**src/rtl/alu_pkg.sv**
```systemverilog
package alu_pkg;

    localparam logic [2:0] OP_AND  = 3'b000;
    localparam logic [2:0] OP_OR   = 3'b001;
    localparam logic [2:0] OP_ADD  = 3'b010;
    localparam logic [2:0] OP_SUB  = 3'b110;
    localparam logic [2:0] OP_SLT  = 3'b111;

    typedef enum logic [1:0] {
        SEL_AND  = 2'd0,
        SEL_OR   = 2'd1,
        SEL_SUM  = 2'd2,
        SEL_LESS = 2'd3
    } slice_sel_e;

    typedef struct packed {
        logic       enable;    // slices drive their selected value
        logic       invert_b;  // flip B in every slice and carry 1 into bit 0
        logic       arith;     // add or subtract: flags are reported
        slice_sel_e sel;       // per-slice result selector
    } alu_ctl_t;

endpackage

```
**src/rtl/alu_op_decode.sv**
```systemverilog
module alu_op_decode
    import alu_pkg::*;
(
    input  logic [2:0] op_i,
    output alu_ctl_t   ctl_o
);

    alu_ctl_t ctl_d;

    always_comb begin
        ctl_d = '{enable: 1'b0, invert_b: 1'b0, arith: 1'b0, sel: SEL_AND};
        case (op_i)
            OP_AND: ctl_d = '{enable: 1'b1, invert_b: 1'b0, arith: 1'b0, sel: SEL_AND};
            OP_OR:  ctl_d = '{enable: 1'b1, invert_b: 1'b0, arith: 1'b0, sel: SEL_OR};
            OP_ADD: ctl_d = '{enable: 1'b1, invert_b: 1'b0, arith: 1'b1, sel: SEL_SUM};
            OP_SUB: ctl_d = '{enable: 1'b1, invert_b: 1'b1, arith: 1'b1, sel: SEL_SUM};
            OP_SLT: ctl_d = '{enable: 1'b1, invert_b: 1'b1, arith: 1'b0, sel: SEL_LESS};
            default: ctl_d = '{enable: 1'b0, invert_b: 1'b0, arith: 1'b0, sel: SEL_AND};
        endcase
    end

    assign ctl_o = ctl_d;

endmodule

```
**src/rtl/alu_bit_slice.sv**
```systemverilog
module alu_bit_slice
    import alu_pkg::*;
(
    input  logic       a_i,
    input  logic       b_i,
    input  logic       cin_i,
    input  logic       invert_b_i,
    input  logic       less_i,
    input  logic       enable_i,
    input  slice_sel_e sel_i,
    output logic       res_o,
    output logic       sum_o,
    output logic       cout_o
);

    logic b_eff_d;
    logic sum_d;
    logic cout_d;
    logic res_d;

    always_comb begin
        b_eff_d = b_i ^ invert_b_i;
        sum_d   = a_i ^ b_eff_d ^ cin_i;
        cout_d  = (a_i & b_eff_d) | (a_i & cin_i) | (b_eff_d & cin_i);
        unique case (sel_i)
            SEL_AND:  res_d = a_i & b_i;
            SEL_OR:   res_d = a_i | b_i;
            SEL_SUM:  res_d = sum_d;
            SEL_LESS: res_d = less_i;
            default:  res_d = 1'b0;
        endcase
        res_d = res_d & enable_i;
    end

    assign res_o  = res_d;
    assign sum_o  = sum_d;
    assign cout_o = cout_d;

endmodule

```
**src/rtl/alu_flag_unit.sv**
```systemverilog
module alu_flag_unit #(
    parameter int WIDTH = 32
) (
    input  logic [WIDTH-1:0] res_i,
    input  logic             top_cin_i,
    input  logic             top_cout_i,
    input  logic             top_sum_i,
    input  logic             arith_i,
    output logic             zero_o,
    output logic             ovf_o,
    output logic             carry_o,
    output logic             set_o
);

    logic raw_ovf_d;

    always_comb begin
        raw_ovf_d = top_cin_i ^ top_cout_i;
        set_o     = top_sum_i ^ raw_ovf_d;
        ovf_o     = arith_i & raw_ovf_d;
        carry_o   = arith_i & top_cout_i;
        zero_o    = ~|res_i;
    end

endmodule

```
**src/rtl/bitslice_alu.sv**
```systemverilog
module bitslice_alu
    import alu_pkg::*;
#(
    parameter int WIDTH = 32
) (
    input  logic [WIDTH-1:0] opnd_a_i,
    input  logic [WIDTH-1:0] opnd_b_i,
    input  logic [2:0]       op_i,
    output logic [WIDTH-1:0] result_o,
    output logic             zero_o,
    output logic             ovf_o,
    output logic             carry_o
);

    localparam int MSB = WIDTH - 1;

    alu_ctl_t         ctl_d;
    logic [WIDTH:0]   carry_d;
    logic [WIDTH-1:0] res_d;
    logic [WIDTH-1:0] sum_d;
    logic             set_d;

    alu_op_decode u_dec (
        .op_i  (op_i),
        .ctl_o (ctl_d)
    );

    assign carry_d[0] = ctl_d.invert_b;

    for (genvar i = 0; i < WIDTH; i++) begin : g_slice
        logic less_d;
        if (i == 0) begin : g_lsb
            assign less_d = set_d;
        end else begin : g_upper
            assign less_d = 1'b0;
        end
        alu_bit_slice u_slice (
            .a_i        (opnd_a_i[i]),
            .b_i        (opnd_b_i[i]),
            .cin_i      (carry_d[i]),
            .invert_b_i (ctl_d.invert_b),
            .less_i     (less_d),
            .enable_i   (ctl_d.enable),
            .sel_i      (ctl_d.sel),
            .res_o      (res_d[i]),
            .sum_o      (sum_d[i]),
            .cout_o     (carry_d[i+1])
        );
    end

    alu_flag_unit #(.WIDTH(WIDTH)) u_flags (
        .res_i      (res_d),
        .top_cin_i  (carry_d[MSB]),
        .top_cout_i (carry_d[WIDTH]),
        .top_sum_i  (sum_d[MSB]),
        .arith_i    (ctl_d.arith),
        .zero_o     (zero_o),
        .ovf_o      (ovf_o),
        .carry_o    (carry_o),
        .set_o      (set_d)
    );

    assign result_o = res_d;

    always_comb begin

        arith_path_chk: assert (!ctl_d.arith || res_d == sum_d);

        slt_upper_chk: assert (op_i != OP_SLT || res_d[MSB:1] == '0);

        slt_value_chk: assert (op_i != OP_SLT ||
                               res_d[0] == ($signed(opnd_a_i) < $signed(opnd_b_i)));

        add_ovf_chk: assert (op_i != OP_ADD || !ovf_o ||
                             (opnd_a_i[MSB] == opnd_b_i[MSB] && res_d[MSB] != opnd_a_i[MSB]));

        sub_ovf_chk: assert (op_i != OP_SUB || !ovf_o ||
                             (opnd_a_i[MSB] != opnd_b_i[MSB] && res_d[MSB] != opnd_a_i[MSB]));

        logic_flags_chk: assert (ctl_d.arith || (!ovf_o && !carry_o));

        unused_code_chk: assert (ctl_d.enable || (res_d == '0 && zero_o));
    end

endmodule

```
**config.mk**
```make
export PLATFORM = sky130hd
export DESIGN_NAME = bitslice_alu
export DESIGN_NICKNAME = d
export VERILOG_FILES = /design/src/rtl/alu_pkg.sv /design/src/rtl/alu_op_decode.sv /design/src/rtl/alu_bit_slice.sv /design/src/rtl/alu_flag_unit.sv /design/src/rtl/bitslice_alu.sv
export SDC_FILE = /design/constraint.sdc
export NUM_CORES = 1
export LEC_CHECK = 0
export BUFFER_PORTS_ARGS = -buffer_cell sky130_fd_sc_hd__buf_4
export CAP_MARGIN = 30
export CORE_UTILIZATION = 49
export DETAILED_ROUTE_END_ITERATION = 7
export PLACE_DENSITY = 0.95
export SYNTH_ARGS = -nofsm -noshare
export SYNTH_HDL_FRONTEND = slang
export SYNTH_SLANG_ARGS = --single-unit
```
**constraint.sdc**
```tcl
create_clock -name vclk -period 17.1
set_input_delay 0.855 -clock vclk [all_inputs]
set_output_delay 0.855 -clock vclk [all_outputs]
set_load 0.01 [all_outputs]
```
# Word level (Yosys, flattened, before mapping)

Cells that the tools add are included.
Widths: inputs -> output; s select.

Register bits after elaboration: 0
Input bits: 67
Output and inout bits: 35

Equality and inequality tests: 7
Multiplexer cells: 33
Bitwise gates (word level): 356
Reductions and logical operators: 4

Operator list:

| operator           | count |
|---|---|
| $and 1x1->1        | 162 |
| $pmux 1 s4         | 32 |
| $xor 1x1->1        | 98 |
| $or 1x1->1         | 96 |
| $reduce_or 32->1   | 1 |
| $pmux 5 s5         | 1 |
| $eq 3x3->1 const B | 2 |
| $eq 2x2->1 const B | 2 |
| $eq 3x1->1 const B | 1 |
| $eq 3x2->1 const B | 1 |
| $logic_not 3->1    | 1 |
| $eq 2x1->1 const B | 1 |
| $logic_not 2->1    | 1 |
| $logic_not 1->1    | 1 |

# Depth between registers and ports, before layout

Depth after elaboration: 105
Depth in mapped cells: 40
Mapped depth without buffers: 39

# By module

A second synthesis with hierarchy kept.

Cells, all modules: 375
Area, all modules: 2,797.7 um^2

Modules (own cells, without submodules):

| module        | times used | cells each | area an instance (um^2) | seq. area each (um^2) |
|---|---|---|---|---|
| alu_bit_slice | 32         | 11         | 82.6                    | 0.0 |
| alu_flag_unit | 1          | 15         | 102.6                   | 0.0 |
| alu_op_decode | 1          | 7          | 48.8                    | 0.0 |
| bitslice_alu  | 1          | 1          | 3.8                     | 0.0 |

# Worst setup path before layout

No wires, ideal clock.

Kind: input -> output
From: input port op_i[1]
To: output port zero_o
Arrival: 13.905 ns
Required time: 16.245 ns
Setup slack: 2.340 ns
Cell stages on the path: 40
Path buffers: 1
Path through: nand2_1 > buf_1 > nor2_1 > a21oi_1 > fa_1 > fa_1 > inv_1 > fa_1 > fa_1 > fa_1 > fa_1 > fa_1 > fa_1 > fa_1 > fa_1 > fa_1 > fa_1 > fa_1 > (+4 left out) > fa_1 > fa_1 > fa_1 > fa_1 > fa_1 > fa_1 > fa_1 > fa_1 > fa_1 > fa_1 > fa_1 > fa_1 > fa_1 > fa_1 > a22o_1 > nor4_1 > nand4_1 > nor3_2

Elaborated cells between the ends (all ways): 334
Classes of those cells: eq/ne: 7; mux: 33; bitwise: 290; reduce/logical: 4

RTL lines:

| item                                     | line                | source |
|---|---|---|
| start: declaration                       | bitslice_alu.sv:8   | `input logic [2:0] op_i,` |
| $eq 3x3->1, or another cell as far along | alu_op_decode.sv:12 | `case (op_i)` |
| $pmux 5 s5 (*)                           | alu_op_decode.sv:12 |  |
| $xor 1x1->1                              | alu_bit_slice.sv:22 | `b_eff_d = b_i ^ invert_b_i;` |
| $and 1x1->1                              | alu_bit_slice.sv:24 | `cout_d = (a_i & b_eff_d) \| (a_i & cin_i) \| (b_eff_d & cin_i);` |
| $or 1x1->1 (2 in a row)                  | alu_bit_slice.sv:24 |  |
| $and 1x1->1                              | alu_bit_slice.sv:24 |  |
| $or 1x1->1 (2 in a row)                  | alu_bit_slice.sv:24 |  |
| $and 1x1->1                              | alu_bit_slice.sv:24 |  |
| (+83 left out)                           | -                   |  |
| $and 1x1->1                              | alu_bit_slice.sv:24 |  |
| $or 1x1->1 (2 in a row)                  | alu_bit_slice.sv:24 |  |
| $xor 1x1->1                              | alu_bit_slice.sv:23 | `sum_d = a_i ^ b_eff_d ^ cin_i;` |
| $pmux 1 s4                               | alu_bit_slice.sv:25 | `unique case (sel_i)` |
| $and 1x1->1 (*)                          | alu_bit_slice.sv:32 | `res_d = res_d & enable_i;` |
| named net g_slice[31].u_slice.res_o      | alu_bit_slice.sv:11 | `output logic res_o,` |
| $reduce_or 32->1 (*)                     | alu_flag_unit.sv:22 | `zero_o = ~\|res_i;` |
| $logic_not 1->1 (*)                      | alu_flag_unit.sv:22 |  |
| end: declaration                         | bitslice_alu.sv:10  | `output logic zero_o,` |

The timed path passes the listed nets; every way through them passes the cells marked *.

# Worst setup path after layout

From: input port op_i[1]
To: output port zero_o

Cells in the longest elaborated chain, start to end: 105
Elaborated cells between the ends (all ways): 334
Classes of those cells: eq/ne: 7; mux: 33; bitwise: 290; reduce/logical: 4

RTL lines:

| item                                     | line                | source |
|---|---|---|
| $eq 3x3->1, or another cell as far along | alu_op_decode.sv:12 |  |
| $pmux 5 s5 (*)                           | alu_op_decode.sv:12 |  |
| $xor 1x1->1                              | alu_bit_slice.sv:22 |  |
| $and 1x1->1                              | alu_bit_slice.sv:24 |  |
| $or 1x1->1 (2 in a row)                  | alu_bit_slice.sv:24 |  |
| $and 1x1->1                              | alu_bit_slice.sv:24 |  |
| $or 1x1->1 (2 in a row)                  | alu_bit_slice.sv:24 |  |
| $and 1x1->1                              | alu_bit_slice.sv:24 |  |
| (+86 left out)                           | -                   |  |
| $and 1x1->1                              | alu_bit_slice.sv:24 |  |
| $or 1x1->1 (2 in a row)                  | alu_bit_slice.sv:24 |  |
| $xor 1x1->1                              | alu_flag_unit.sv:18 | `raw_ovf_d = top_cin_i ^ top_cout_i;` |
| $xor 1x1->1                              | alu_flag_unit.sv:19 | `set_o = top_sum_i ^ raw_ovf_d;` |
| $pmux 1 s4                               | alu_bit_slice.sv:25 |  |
| $and 1x1->1                              | alu_bit_slice.sv:32 |  |
| $reduce_or 32->1 (*)                     | alu_flag_unit.sv:22 |  |
| $logic_not 1->1 (*)                      | alu_flag_unit.sv:22 |  |

Mark *: on every way between the ends. The rest lies on a longest branch, timed or not.

==> summary.txt <==
Floorplan
  – I/O Pins: 102
  – Die width: 66.7 µm
  – Die Height: 66.7 µm
  – Die Footprint: 4450 µm²
  – Initial Util: 0.513
  – # rows: 23
  – CORE AREA: 4000 µm²

Cells and area
  – N_diodes: 0
  – Final Non-Filler Cells: 317
  – Clock buffer cells: 0
  – Layout cells sized above 1: 0.457
  – # nets final: 370
  – Register area: 0 µm²
  – FILL cells: 347
  – Sequential cells: 0
  – P&R area growth vs syn: 26.2%

Flow run
  – Max_cap viols: 0

Placement
  – PortBufs: 102
  – Placed cell count: 317
  – Pre-CTS WS: 1.38 ns
  – Routability cong.: 0.810
  – HPWL Detailed: 4240 µm

Critical path
  – Crit path max fanout: 17
  – CP Capture Type: output pin
  – CP Buf/Inv Count: 3
  – Crit path max-delay cell type: fa_1
  – Critical path required time: 16.25 ns
  – Critical Path Max Stage Delay: 0.46 ns
  – CP dominant cell by count: fa_1
  – Worst path arrival time: 14.81 ns
  – CP Class: in2out
  – Startpoint Class: primary input
  – Launch point of the worst path: op_i[1]
  – Cell family with most CP delay: adder cells

STA
  – Final Setup Violations: 0
  – Fin crit share: 0.916
  – Final Hold Vio Count: 0
  – Setup TNS Final: 0 ns
  – Slew @ Worst Pin: 0.589 ns
  – Hold slack: 2.14 ns
  – Slew Limit Headroom: 0.607
  – Unrepaired setup endpoints after global routing: no
  – Final Slew Violations: 0
  – Final WS setup: 1.43 ns
  – Tmin final: 15.67 ns
  – Achievable frequency: 0.0638 GHz

Route
  – Final ANT Viol Nets: 0
  – WL final: 4990 µm
  – Post-DR vias/cell: 5.42
  – Post-DR wirelength/cell: 15.7 µm
  – Via Count: 1719
  – Post-route DRC: 0
  – DR pass1 iterations: 4
  – DRT iter0 DRCs: 78

Synthesis
  – Post-Syn Area: 2050 µm²
  – Post-Synthesis Net Count: 308
  – Yosys top cell area share: 0.312
  – Register area share after synthesis: 0
  – Syn Area/Cell: 9.91 µm²
  – Mapped Cells: 207
  – Ranking of synthesized cells by area: fa_1 31%, a22o_1 12%, xnor2_1 12%
  – Ys Warns: 0
  – Post-synth top area cell: fa_1
  – Netlist cell types: 29

Global routing
  – GR Util met3: 0.0257
  – Congestion Overflow GR: 0
  – Initial antenna violation count: 0
  – M2 GR Usage: 0.476
  – First-pass GRT wire length: 8270 µm
  – GR Util met1: 0.276
  – Gr busiest metal: met2
  – Largest net degree at the start of global routing: 37
  – Total Routing Usage GR: 0.240
  – Vias in the first global route: 1831

Power and ir drop
  – Peak VDD IR: 0.0000199 V
  – P_leak: 0.00113 µW
  – Power per cell area: 40.4 nW/µm²

Worst hold path
  – HP Class: in2out
  – Hold Startpoint: op_i[2]

Clock tree
  – Post CTS Setup Buffer Count: 0
  – Resize count post-CTS: 0
  – Post-CTS Hold Buffers: 0

Status
  – Outcome: complete, no violations
## synthesized netlist by cell type
| library cell | n |
|---|---|
| a21oi_1 | 1 |
| a22o_1 | 29 |
| a2bb2oi_1 | 1 |
| buf_1 | 4 |
| buf_2 | 1 |
| buf_4 | 32 |
| buf_6 | 4 |
| clkbuf_1 | 4 |
| fa_1 | 32 |
| ha_1 | 2 |
| inv_1 | 8 |
| maj3_1 | 20 |
| maj3_2 | 11 |
| nand2_1 | 5 |
| nand2b_1 | 1 |
| nand3_1 | 1 |
| nand4_1 | 1 |
| nand4b_1 | 1 |
| nand4bb_1 | 1 |
| nor2_1 | 5 |
| nor2b_1 | 1 |
| nor3_2 | 1 |
| nor4_1 | 4 |
| nor4_2 | 2 |
| nor4b_1 | 1 |
| o211ai_1 | 1 |
| o21ai_0 | 1 |
| xnor2_1 | 28 |
| xor2_1 | 4 |
## final cells by class
class              count  area (µm²)  area share
multi-input cells    154        1710       0.660
well taps             50        62.6      0.0242
repair buffers       105         788       0.304
inverters              8        30.0      0.0116
## cell families after synthesis
group	after synthesis	synth area share
XOR/XNOR	32	0.137
buffers and inverters	53	0.171
AND/OR/NAND/NOR	24	0.0732
adder cells (fa/ha/maj)	65	0.483
AO/OA/AOI/OAI	33	0.137
## placed cells by master, fill, tap and decap left out
master / count
buf_4: 105
fa_1: 32
a22o_1: 29
xnor2_1: 28
maj3_1: 20
maj3_2: 11
inv_1: 8
nor2_1: 4
xor2_1: 4
nand2_1: 4
nor4_1: 4
nor4_2: 2
ha_1: 2
nand2_2: 1
a21oi_1: 1
nor2b_2: 1
nor2_2: 1
nand2b_1: 1
a2bb2oi_1: 1
o211ai_1: 1
nand4b_1: 1
nand3_1: 1
o21ai_0: 1
nor4b_1: 1
nand4bb_1: 1
nand4_1: 1
nor3_2: 1
## path summary, 6_finish.rpt
check | to | slack (ns) | depth (start not counted)
worst max-delay path | zero_o | 1.43 | 40
worst min-delay path | result_o[0] | 2.14 | 4
## per-layer routing
| metal | routed length (µm) | vias to the layer above |
|---|---|---|
| li1 | - | 814 |
| met5 | 0 | - |
| met1 | 1920 | 844 |
| met2 | 2750 | 55 |
| met4 | 62 | 0 |
| met3 | 257 | 6 |
## metrics by stage
stage	util	power (µW)	cell area, µm²
final	0.647	105	2590
after global routing	0.647	117	2590
after CTS	0.647	106	2590
after detailed placement	0.647	106	2590
after global placement	0.647	100	2590
after floorplan	-	74.3	2050
## report_power, final
group / leakage (µW) / internal, µW / switching [µW]
sequential: 0 / 0 / 0
combinational: 0.00113 / 55.1 / 49.6
clock: 0 / 0 / 0
total: 0.00113 / 55.1 / 49.6
Power figures use the tool's default switching activity.
